<file path="config.mk">
export PLATFORM = sky130hd
export DESIGN_NAME = irq_filtered_combiner
export DESIGN_NICKNAME = d
export VERILOG_FILES = /design/src/rtl/irq_agg_pkg.sv /design/src/rtl/irq_sync_chain.sv /design/src/rtl/irq_pulse_filter.sv /design/src/rtl/irq_filtered_combiner.sv
export SDC_FILE = /design/constraint.sdc
export NUM_CORES = 1
export LEC_CHECK = 0
export BUFFER_PORTS_ARGS = -buffer_cell sky130_fd_sc_hd__buf_2
export CAP_MARGIN = 30
export CORE_MARGIN = 1.5
export CORE_UTILIZATION = 55
export CTS_CLUSTER_SIZE = 40
export DETAILED_ROUTE_END_ITERATION = 16
export PLACE_DENSITY = 0.72
export SKIP_CTS_REPAIR_TIMING = 1
export SLEW_MARGIN = 5
export SYNTH_ARGS = -nofsm -noshare
export SYNTH_HDL_FRONTEND = slang
export SYNTH_HIERARCHICAL = 1
export SYNTH_SLANG_ARGS = --single-unit
</file>
<file path="constraint.sdc">
create_clock -name clk -period 1.55 [get_ports clk]
set_input_delay 0.155 -clock clk [delete_from_list [all_inputs] [get_ports clk]]
set_output_delay 0.155 -clock clk [all_outputs]
set_load 0.01 [all_outputs]
</file>
<file path="src/rtl/irq_agg_pkg.sv">
// Package: shared level encoding and sizing helpers for the interrupt aggregator.
// Assumes: requests are active low on the wire.
package irq_agg_pkg;

    typedef enum logic {
        LVL_ACTIVE = 1'b0,
        LVL_IDLE   = 1'b1
    } irq_level_e;

    // Bits needed to hold a count up to max(a, b).
    function automatic int unsigned cnt_bits(input int unsigned a, input int unsigned b);
        int unsigned m;
        m = (a > b) ? a : b;
        return (m < 2) ? 1 : $clog2(m + 1);
    endfunction

endpackage

</file>
<file path="src/rtl/irq_sync_chain.sv">
// Module: multi-flop synchronizer bringing one asynchronous level into clk.
// Assumes: the input is a slow level; reset value is the idle (high) level.
module irq_sync_chain #(
    parameter int unsigned STAGES = 2
) (
    input  logic clk,
    input  logic rst_n,
    input  logic d_i,
    output logic q_o
);
    logic [STAGES-1:0] pipe_q;

    // Shift the raw level through STAGES flops.
    always_ff @(posedge clk) begin
        if (!rst_n) begin
            pipe_q <= '1;
        end else begin
            pipe_q <= {pipe_q[STAGES-2:0], d_i};
        end
    end

    assign q_o = pipe_q[STAGES-1];
endmodule

</file>
<file path="src/rtl/irq_pulse_filter.sv">
// Module: asymmetric glitch filter for one active-low request.
// The filtered level follows the synchronized level only after the new value
// has been seen for LOW_REJ cycles (going active) or HIGH_REJ cycles (going idle).
// Assumes: input already synchronized; both windows are at least 1.
module irq_pulse_filter
    import irq_agg_pkg::*;
#(
    parameter int unsigned LOW_REJ  = 50,
    parameter int unsigned HIGH_REJ = 25
) (
    input  logic       clk,
    input  logic       rst_n,
    input  logic       level_i,
    output irq_level_e level_o
);
    localparam int unsigned CW = cnt_bits(LOW_REJ, HIGH_REJ);
    localparam logic [CW-1:0] LOW_LAST  = CW'(LOW_REJ - 1);
    localparam logic [CW-1:0] HIGH_LAST = CW'(HIGH_REJ - 1);

    irq_level_e    filt_q;
    logic [CW-1:0] run_q;
    logic [CW-1:0] last_cnt;
    logic          differs;

    // Pick the window that applies to the pending change direction.
    always_comb begin
        last_cnt = (filt_q == LVL_IDLE) ? LOW_LAST : HIGH_LAST;
        differs  = (level_i != logic'(filt_q));
    end

    // Count consecutive differing cycles; flip once the window is filled.
    always_ff @(posedge clk) begin
        if (!rst_n) begin
            filt_q <= LVL_IDLE;
            run_q  <= '0;
        end else if (!differs) begin
            run_q <= '0;
        end else if (run_q == last_cnt) begin
            filt_q <= irq_level_e'(level_i);
            run_q  <= '0;
        end else begin
            run_q <= run_q + 1'b1;
        end
    end

    assign level_o = filt_q;
endmodule

</file>
<file path="src/rtl/irq_filtered_combiner.sv">
// Module: top of the filtered interrupt aggregator.
// Synchronizes and filters each active-low request, exposes the filtered
// requests as active-high status and drives a combined open-drain enable.
// Assumes: no channel selection gates detection.
module irq_filtered_combiner
    import irq_agg_pkg::*;
#(
    parameter int unsigned NUM_REQ      = 2,
    parameter int unsigned SYNC_STAGES  = 2,
    parameter int unsigned LOW_REJ_CYC  = 50,
    parameter int unsigned HIGH_REJ_CYC = 25
) (
    input  logic               clk,
    input  logic               rst_n,
    input  logic [NUM_REQ-1:0] irq_req_n_i,
    output logic               irq_pull_o,
    output logic [NUM_REQ-1:0] irq_status_o
);
    logic [NUM_REQ-1:0] synced;
    irq_level_e         filt [NUM_REQ];

    for (genvar g = 0; g < NUM_REQ; g++) begin : g_req
        irq_sync_chain #(.STAGES(SYNC_STAGES)) u_sync (
            .clk   (clk),
            .rst_n (rst_n),
            .d_i   (irq_req_n_i[g]),
            .q_o   (synced[g])
        );
        irq_pulse_filter #(.LOW_REJ(LOW_REJ_CYC), .HIGH_REJ(HIGH_REJ_CYC)) u_filt (
            .clk     (clk),
            .rst_n   (rst_n),
            .level_i (synced[g]),
            .level_o (filt[g])
        );
        // Status bit is 1 when this request is active.
        assign irq_status_o[g] = (filt[g] == LVL_ACTIVE);
    end

    // Pull the shared line whenever any filtered request is active.
    always_comb begin
        irq_pull_o = 1'b0;
        for (int i = 0; i < NUM_REQ; i++) begin
            if (filt[i] == LVL_ACTIVE) irq_pull_o = 1'b1;
        end
    end
endmodule

</file>
# Word level (Yosys, flattened, before mapping)
# Cells that the tools add are included.
[op_classes] eq_ne=4 add_sub_neg=2 n_reduce_logical=4 bitwise=5 n_mux=4
[op_table] op="$add A6 B1 Y6 const B" count=2
[op_table] op="$eq A6 B6 Y1" count=2
[op_table] op="$mux W6" count=2
[op_table] op="$reduce_or A3 Y1" count=2
[op_table] op="$not A1 Y1" count=5
[op_table] op="$reduce_and A2 Y1" count=2
[op_table] op="$mux W1" count=2
[op_table] op="$ne A1 B1 Y1" count=2
[totals] reg_bits=18 input_bits=4 out_inout_bits=3

# Longest topological paths before layout
# Gate-level depths: netlist of the first run.
[logic_depth] word_depth=3 mapped_depth=4

# Modules after synthesis
# The synthesis of the first run kept the hierarchy.
[by_module_without_submodules] mod="irq_pulse_filter" instances=2 seq_area_each_um2=140.1 area_each_um2=331.6 cells_each=35
[by_module_without_submodules] mod="irq_sync_chain" instances=2 seq_area_each_um2=40.0 area_each_um2=52.6 cells_each=4
[by_module_without_submodules] mod="irq_filtered_combiner" instances=1 seq_area_each_um2=0.0 area_each_um2=11.3 cells_each=3

# Worst setup path after synthesis of the first run
# Ideal clock, no wire load.
[synth_path] kind="register -> register" startpoint="register g_req[1].u_filt.filt_q" endpoint="register g_req[1].u_filt.run_q[1]" slack_ns=0.268 synth_period_minus_slack_ns=1.282 path_buffers=0 t_required_ns=1.426 arrival_time_ns=1.158 stages_incl_launch_ff=4 path_cell_list="dfxtp_1 or4b_1 a21oi_2 nor3b_1"
[synth_between] elab_chain_len=3
[synth_lines] element="start, declared" line="irq_pulse_filter.sv:20" text="irq_level_e filt_q;"
[synth_lines] element="start signal, assigned" line="irq_pulse_filter.sv:39" text="filt_q <= irq_level_e'(level_i);"
[synth_lines] element="$mux W6 / $ne A1 B1 Y1 (equally long branches)" line="irq_pulse_filter.sv:27, irq_pulse_filter.sv:28"
[synth_lines] element="$eq A6 B6 Y1 / $not A1 Y1 (equally long branches)"
[synth_lines] element="$reduce_or A3 Y1 (no source line) (*)"
[synth_lines] element="end signal, assigned" line="irq_pulse_filter.sv:42" text="run_q <= run_q + 1'b1;"
[synth_lines] element="end, declared" line="irq_pulse_filter.sv:21" text="logic [CW-1:0] run_q;"
# Mark *: on every way between the ends. The rest lies on a longest branch, timed or not.
# A chain may end at the register's enable or synchronous reset.

# Worst setup path after layout of the first run
[layout_path] startpoint="register g_req[1].u_filt.run_q[0]" endpoint="register g_req[1].u_filt.run_q[1]"
[layout_between] elab_chain_len=2
[layout_lines] element="parallel branches: the longest is 2 deep, another holds $add A6 B1 Y6"
# Several ways; the timed one is not identified.

==> results of run 1 <==
## stage by stage
stage                     std cells  setup slack (ns)  power (µW)
after floorplan                  81             0.268         491
after global placement          108             0.188         499
after detailed placement        108             0.177         500
after CTS                       111             0.165         720
after global routing            111            0.0898         735
final                           111             0.172         705
## registers in the layout (all words and copies together) (netlist names)
signal / count
g_req.u_sync/pipe_q: 4
g_req.u_filt/run_q: 12
g_req.u_filt/level_o: 2
## worst max path at each step
stage                        startpoint  cells past startpoint  slack, ns                        to
2_1_floorplan   g_req[1].u_filt/level_o                      3       0.27  g_req[1].u_filt/run_q[1]
3_3_place_gp   g_req[1].u_filt/run_q[0]                      3       0.19  g_req[1].u_filt/run_q[3]
3_5_place_dp   g_req[1].u_filt/run_q[0]                      3       0.18  g_req[1].u_filt/run_q[1]
4_1_cts        g_req[1].u_filt/run_q[0]                      3       0.17  g_req[1].u_filt/run_q[1]
5_1_grt        g_req[0].u_filt/run_q[0]                      3       0.09  g_req[0].u_filt/run_q[4]
6_report       g_req[1].u_filt/run_q[0]                      3       0.17  g_req[1].u_filt/run_q[1]
## cell type report
class	instances	area, µm²	area share
Inverter	2	7.51	0.00838
Tap cell	15	18.8	0.0209
Sequential cell	18	360	0.402
Timing Repair Buffer	12	75.1	0.0838
Multi-Input combinational cell	61	412	0.459
Clock buffer	3	22.5	0.0251
## metal layers
layer	routed length, µm	GRT usage	part of all wire
met5	0	0	0
met4	6	0.100	0.0041
met3	49	0.0326	0.034
met2	766	0.361	0.53
met1	631	0.213	0.43
## critical path: cells and delay by family (launching register included)
family	cells	cell delay, ns
compound gates	1	0.26
simple gates	2	0.62
flops	1	0.39
## logic make-up after synthesis
| kind of cell | count (synthesis) | synth area share |
|---|---|---|
| xor gates and xnor gates | 8 | 0.0899 |
| and+or+nand+nor | 41 | 0.323 |
| buffers and inverters | 2 | 0.00963 |
| AOI/OAI and AO/OA | 10 | 0.0835 |
| adders and majority gates | 2 | 0.0321 |
| DFF | 18 | 0.462 |
## power by group through the flow
stage                     Sequential [µW]  Clock, µW  Combinational [µW]
final                                 473        216                15.7
after global routing                  474        243                17.5
after CTS                             473        231                15.9
after detailed placement              484          0                15.8
after global placement                484          0                15.4
after floorplan                       483          0                8.53
## cell usage in the layout, fill, tap and decap left out
master    Yosys  routed
buf_2         0       6
ha_1          2       2
a31oi_1       2       2
a211oi_1      2       2
buf_4         0       6
or3_1         2       2
dfxtp_1      18      18
nand3_1       4       4
nand2_1       7       7
nor3b_1       2       2
xor2_1        6       6
nand2b_1      4       4
clkbuf_4      0       3
nor2_1        2       2
nor4b_1       2       2
xnor2_1       2       2
nand4b_1      2       2
or3b_2        2       2
o21ai_0       4       4
inv_1         2       2
nor4_1        2       2
nor4bb_1      2       2
or4b_1        2       2
nor3_1        8       8
a21oi_2       2       2
==> impl_results.md, run 1 <==
- Initial antenna violation count: 0
- Tot GR Track Use: 0.196
- Pwr dens: 787 nW/µm²
- Power share of the clock group: 0.307
- Final worst-path cycle share: 0.889
- CTS tree: yes
- Overall die height: 40.6 µm
- Die footprint: 1650 µm²
- Critical-path maximum fanout: 7
- RR Startpoint: g_req[1].u_filt/run_q[0]
- Initial DRC Count: 9
- Final hold violations: 0
- Most used DFF post-synth: dfxtp_1
- CTS H-tree depth: 1
- Hold Path End: g_req[1].u_sync/pipe_q[0]
- Post-Syn Area: 779 µm²
- Gr ovfl total: 0
- Ys async rst share: 0
- Crit Path Class: reg2reg
- IO Pins: 7
- CP Cell Sequence: or4b_1, a21oi_2, nor3b_1
- Gp weighted congestion: 0.685
- HP Class: in2reg
- Yosys reg bits: 18
- Core ar.: 1320 µm²
- Sequential Power Share: 0.671
- Worst VDD drop: 0.460 mV
- Distinct cells, synth: 22
- TritonCTS buffer count: 3
- Leakage: 0.000330 µW
- Worst Reg-to-Reg Cells: 3
- Worst relative slew slack: 0.814
- Sequential area share after synthesis: 0.462
- Switching power: 139 µW
- Syn_nets: 87
- Cell area after placement: 873 µm²
- Slowest CP cell: or4b_1
- Port Buf Inserts: 6
- Measured slew at the worst slew-check pin: 0.276 ns
- WL/cell: 13.1 µm
- Clk_lat worst skew: 0.28 ns
- Maximum clock rate: 726 MHz
- Worst Path Required: 1.72 ns
- Biggest area consumer among synthesized cells: dfxtp_1
- # DRC: 0
- Nets@finish: 104
- Clock Root Buffer: clkbuf_4
- Vias post-DR: 653
- First-pass GRT wire length: 2.12 mm
- Via/cell ratio: 5.88
- Total wire length: 1.45 mm
- Reg-to-reg slack, setup: 0.17 ns
- Area contributors post-synth: dfxtp_1 46%, xor2_1 6.7%, nor3_1 5.1%
- Die X: 40.6 µm
- Antenna-violating nets left: 0
- HPWL after DPL: 1.09 mm
- N_diodes: 0
- DRT Pass-1 Iters: 4
- Layout cell share with drive strength beyond 1: 0.198
- Status: completed
- Bufs on Longest Clock Path: 2
- Syn Inst Count: 81
- Syn_area_per_cell: 9.62 µm²
- Internal Power: 567 µW
- Commonest cells post-synth: 18 x dfxtp_1, 8 x nor3_1, 7 x nand2_1
- Post-synth top area share: 0.462
- WP data arrival: 1.55 ns
- Hold depth: 2
- Nature of the critical path startpoint: flip-flop
- Most frequent cell after synthesis: dfxtp_1
- R2r endpoint: g_req[1].u_filt/run_q[1]
- Final Setup Violations: 0
- Clock transition at path regs: 0.09 ns
- Max stage delay on crit path: 0.54 ns
- Slew Limit Fails: 0
- Util after Layout: 0.680
- Filler Cells Inserted: 113
- Initial core utilization: 0.592
- Max-cap viol count: 0
- Hold slack: 0.0533 ns
- FP Rows: 13
- Vias in the first global route: 525
- Ys Warns: 6
- Post-synth EDFFs: 0
- RSZ-0062 raised after global routing: false
- Setup TNS: 0 ns
- Min-delay src: irq_req_n_i[1]
- CTS Sinks: 18
- Worst clock skew: 0.000947 ns
- Fin crit period: 1.38 ns
- Comb pwr share: 0.022
- CP Capture Type: flip-flop
- Net Sw Frac: 0.196
- Design Area, Final: 896 µm²
- Largest net degree at the start of global routing: 10
- Area Overhead vs Synth: 14.9%
No activity file was read; power rests on OpenSTA's default activity.
==> inputs of run 2 (changes only) <==
Settings changed: GPL_TIMING_DRIVEN set to 0.
==> run 2 against run 1 <==
Against the previous run:
- critical path depth unchanged
- clock-buffer cell count unchanged
- register-to-register slack lost 0.06 ns
- critical endpoint is now g_req[0].u_filt/run_q[4]
- critical path type unchanged
- routed wire length down 11%
- die area is the same
- final cell count decreased by 5.4%
- hold slack hardly changed
- sequential power barely moved
- power is 0.20% lower
- cell area decreased by 5.0%
- first-iteration DRC count rose by 56%
==> impl_results.md, run 2 (synthesis gave the netlist of run 1 again) <==
- Worst setup margin: 0.110 ns
- DRT Pass-1 Iters: 4
- Most common cell after layout, fill and taps aside: dfxtp_1
- N_diodes: 0
- Most Crowded Layer GR: met2
- Clock Root Buffer: clkbuf_4
- IO Pins: 7
- Max-cap viol count: 0
- Core ar.: 1320 µm²
- First-pass GRT wire length: 2.08 mm
- Hold depth: 2
- TritonCTS buffer count: 3
- Nature of the critical path startpoint: flip-flop
- Final worst-path cycle share: 0.929
- Final non-filler cell total: 105
- Via/cell ratio: 5.84
- CTS H-tree depth: 1
- Measured slew at the worst slew-check pin: 0.299 ns
- CP Capture Type: flip-flop
- Met2 Use GR: 0.321
- Die footprint: 1650 µm²
- Slew Limit Fails: 0
- Die X: 40.6 µm
- Met3 Usage GRT: 0.0326
- Util after Layout: 0.646
- Antenna-violating nets left: 0
- WP data arrival: 1.61 ns
- Status: completed
- Nets@finish: 98
- Critical-path maximum fanout: 8
- Initial DRC Count: 14
- Max reg flops: 12
- Worst clock skew: 0.00411 ns
- RSZ-0062 raised after global routing: false
- Hold slack: 0.0534 ns
- Overall die height: 40.6 µm
- Most frequent cells in the layout: 18 x dfxtp_1, 8 x nor3_1, 7 x nand2_1
- Setup TNS: 0 ns
- Maximum clock rate: 694 MHz
- Fin crit period: 1.44 ns
- Switching power: 137 µW
- Worst relative slew slack: 0.798
- Clock transition at path regs: 0.09 ns
- Initial core utilization: 0.592
- Final hold violations: 0
- Port Buf Inserts: 6
- Layout cell share with drive strength beyond 1: 0.144
- Filler Cells Inserted: 105
- # DRC: 0
- CTS tree: yes
- Vias post-DR: 613
- Worst VDD drop: 0.543 mV
- Power share of the clock group: 0.306
- Area Overhead vs Synth: 9.15%
- Gr ovfl total: 0
- Net Sw Frac: 0.195
- Met1 Usage GRT: 0.229
- Internal Power: 567 µW
- Crit Path Class: reg2reg
- Vias in the first global route: 499
- Bufs on Longest Clock Path: 2
- CTS Sinks: 18
- Top reg by flops: g_req.u_filt/run_q
- Setup Slack @ Placement: 0.153 ns
- Worst Reg-to-Reg Cells: 3
- WL/cell: 12.4 µm
- Sequential Power Share: 0.672
- Leakage: 0.000300 µW
- Largest net degree at the start of global routing: 10
- Pwr dens: 827 nW/µm²
- Comb pwr share: 0.022
- Gp weighted congestion: 0.670
- Worst Path Required: 1.72 ns
- Tot GR Track Use: 0.194
- HP Class: in2reg
- Final Setup Violations: 0
- Initial antenna violation count: 0
- FP Rows: 13
- HPWL after DPL: 887 µm
- Total wire length: 1.30 mm
- Clk_lat worst skew: 0.28 ns
- Placed cells: 102
-- run 2: per-stage QoR --
step | instance area, µm² | total power [µW]
after global placement | 828 | 499
after CTS | 851 | 713
after detailed placement | 828 | 500
after global routing | 851 | 733
after floorplan | 779 | 491
final | 851 | 704
-- run 2: cell type report --
cell class	instances	area (µm²)	area share
flip-flops and latches	18	360	0.424
multi-input cells	61	412	0.484
inverters	2	7.51	0.00882
repair buffers	6	30.0	0.0353
clock buffers	3	22.5	0.0265
well taps	15	18.8	0.0221
-- run 2: worst max-delay path, cell delays in order, from the launching register on --
cell and delay, ns:
dfxtp_1 0.48, or4b_1 0.49, a21oi_2 0.27, nor3_1 0.08
-- run 2: power groups by stage --
stage                     Sequential (µW)  Combinational, µW  Clock (µW)
final                                 473               15.4         215
after global routing                  474               17.6         242
after floorplan                       483               8.53           0
after CTS                             473               15.6         224
after detailed placement              484               15.8           0
after global placement                484               15.2           0
-- run 2: path summary, 6_finish.rpt --
path,startpoint,endpoint,slack [ns]
setup / recovery,g_req[0].u_filt/run_q[3],g_req[0].u_filt/run_q[4],0.11
hold / removal,irq_req_n_i[0],g_req[0].u_sync/pipe_q[0],0.05
setup reg to reg,g_req[0].u_filt/run_q[3],g_req[0].u_filt/run_q[4],0.11
hold reg to reg,g_req[1].u_sync/pipe_q[0],g_req[1].u_sync/pipe_q[1],0.42
-- run 2: metal layers --
layer / share of wire / vias up
li1: - / 318
met5: 0 / -
met2: 0.47 / 4
met4: 0.011 / 0
met3: 0.017 / 2
met1: 0.50 / 289
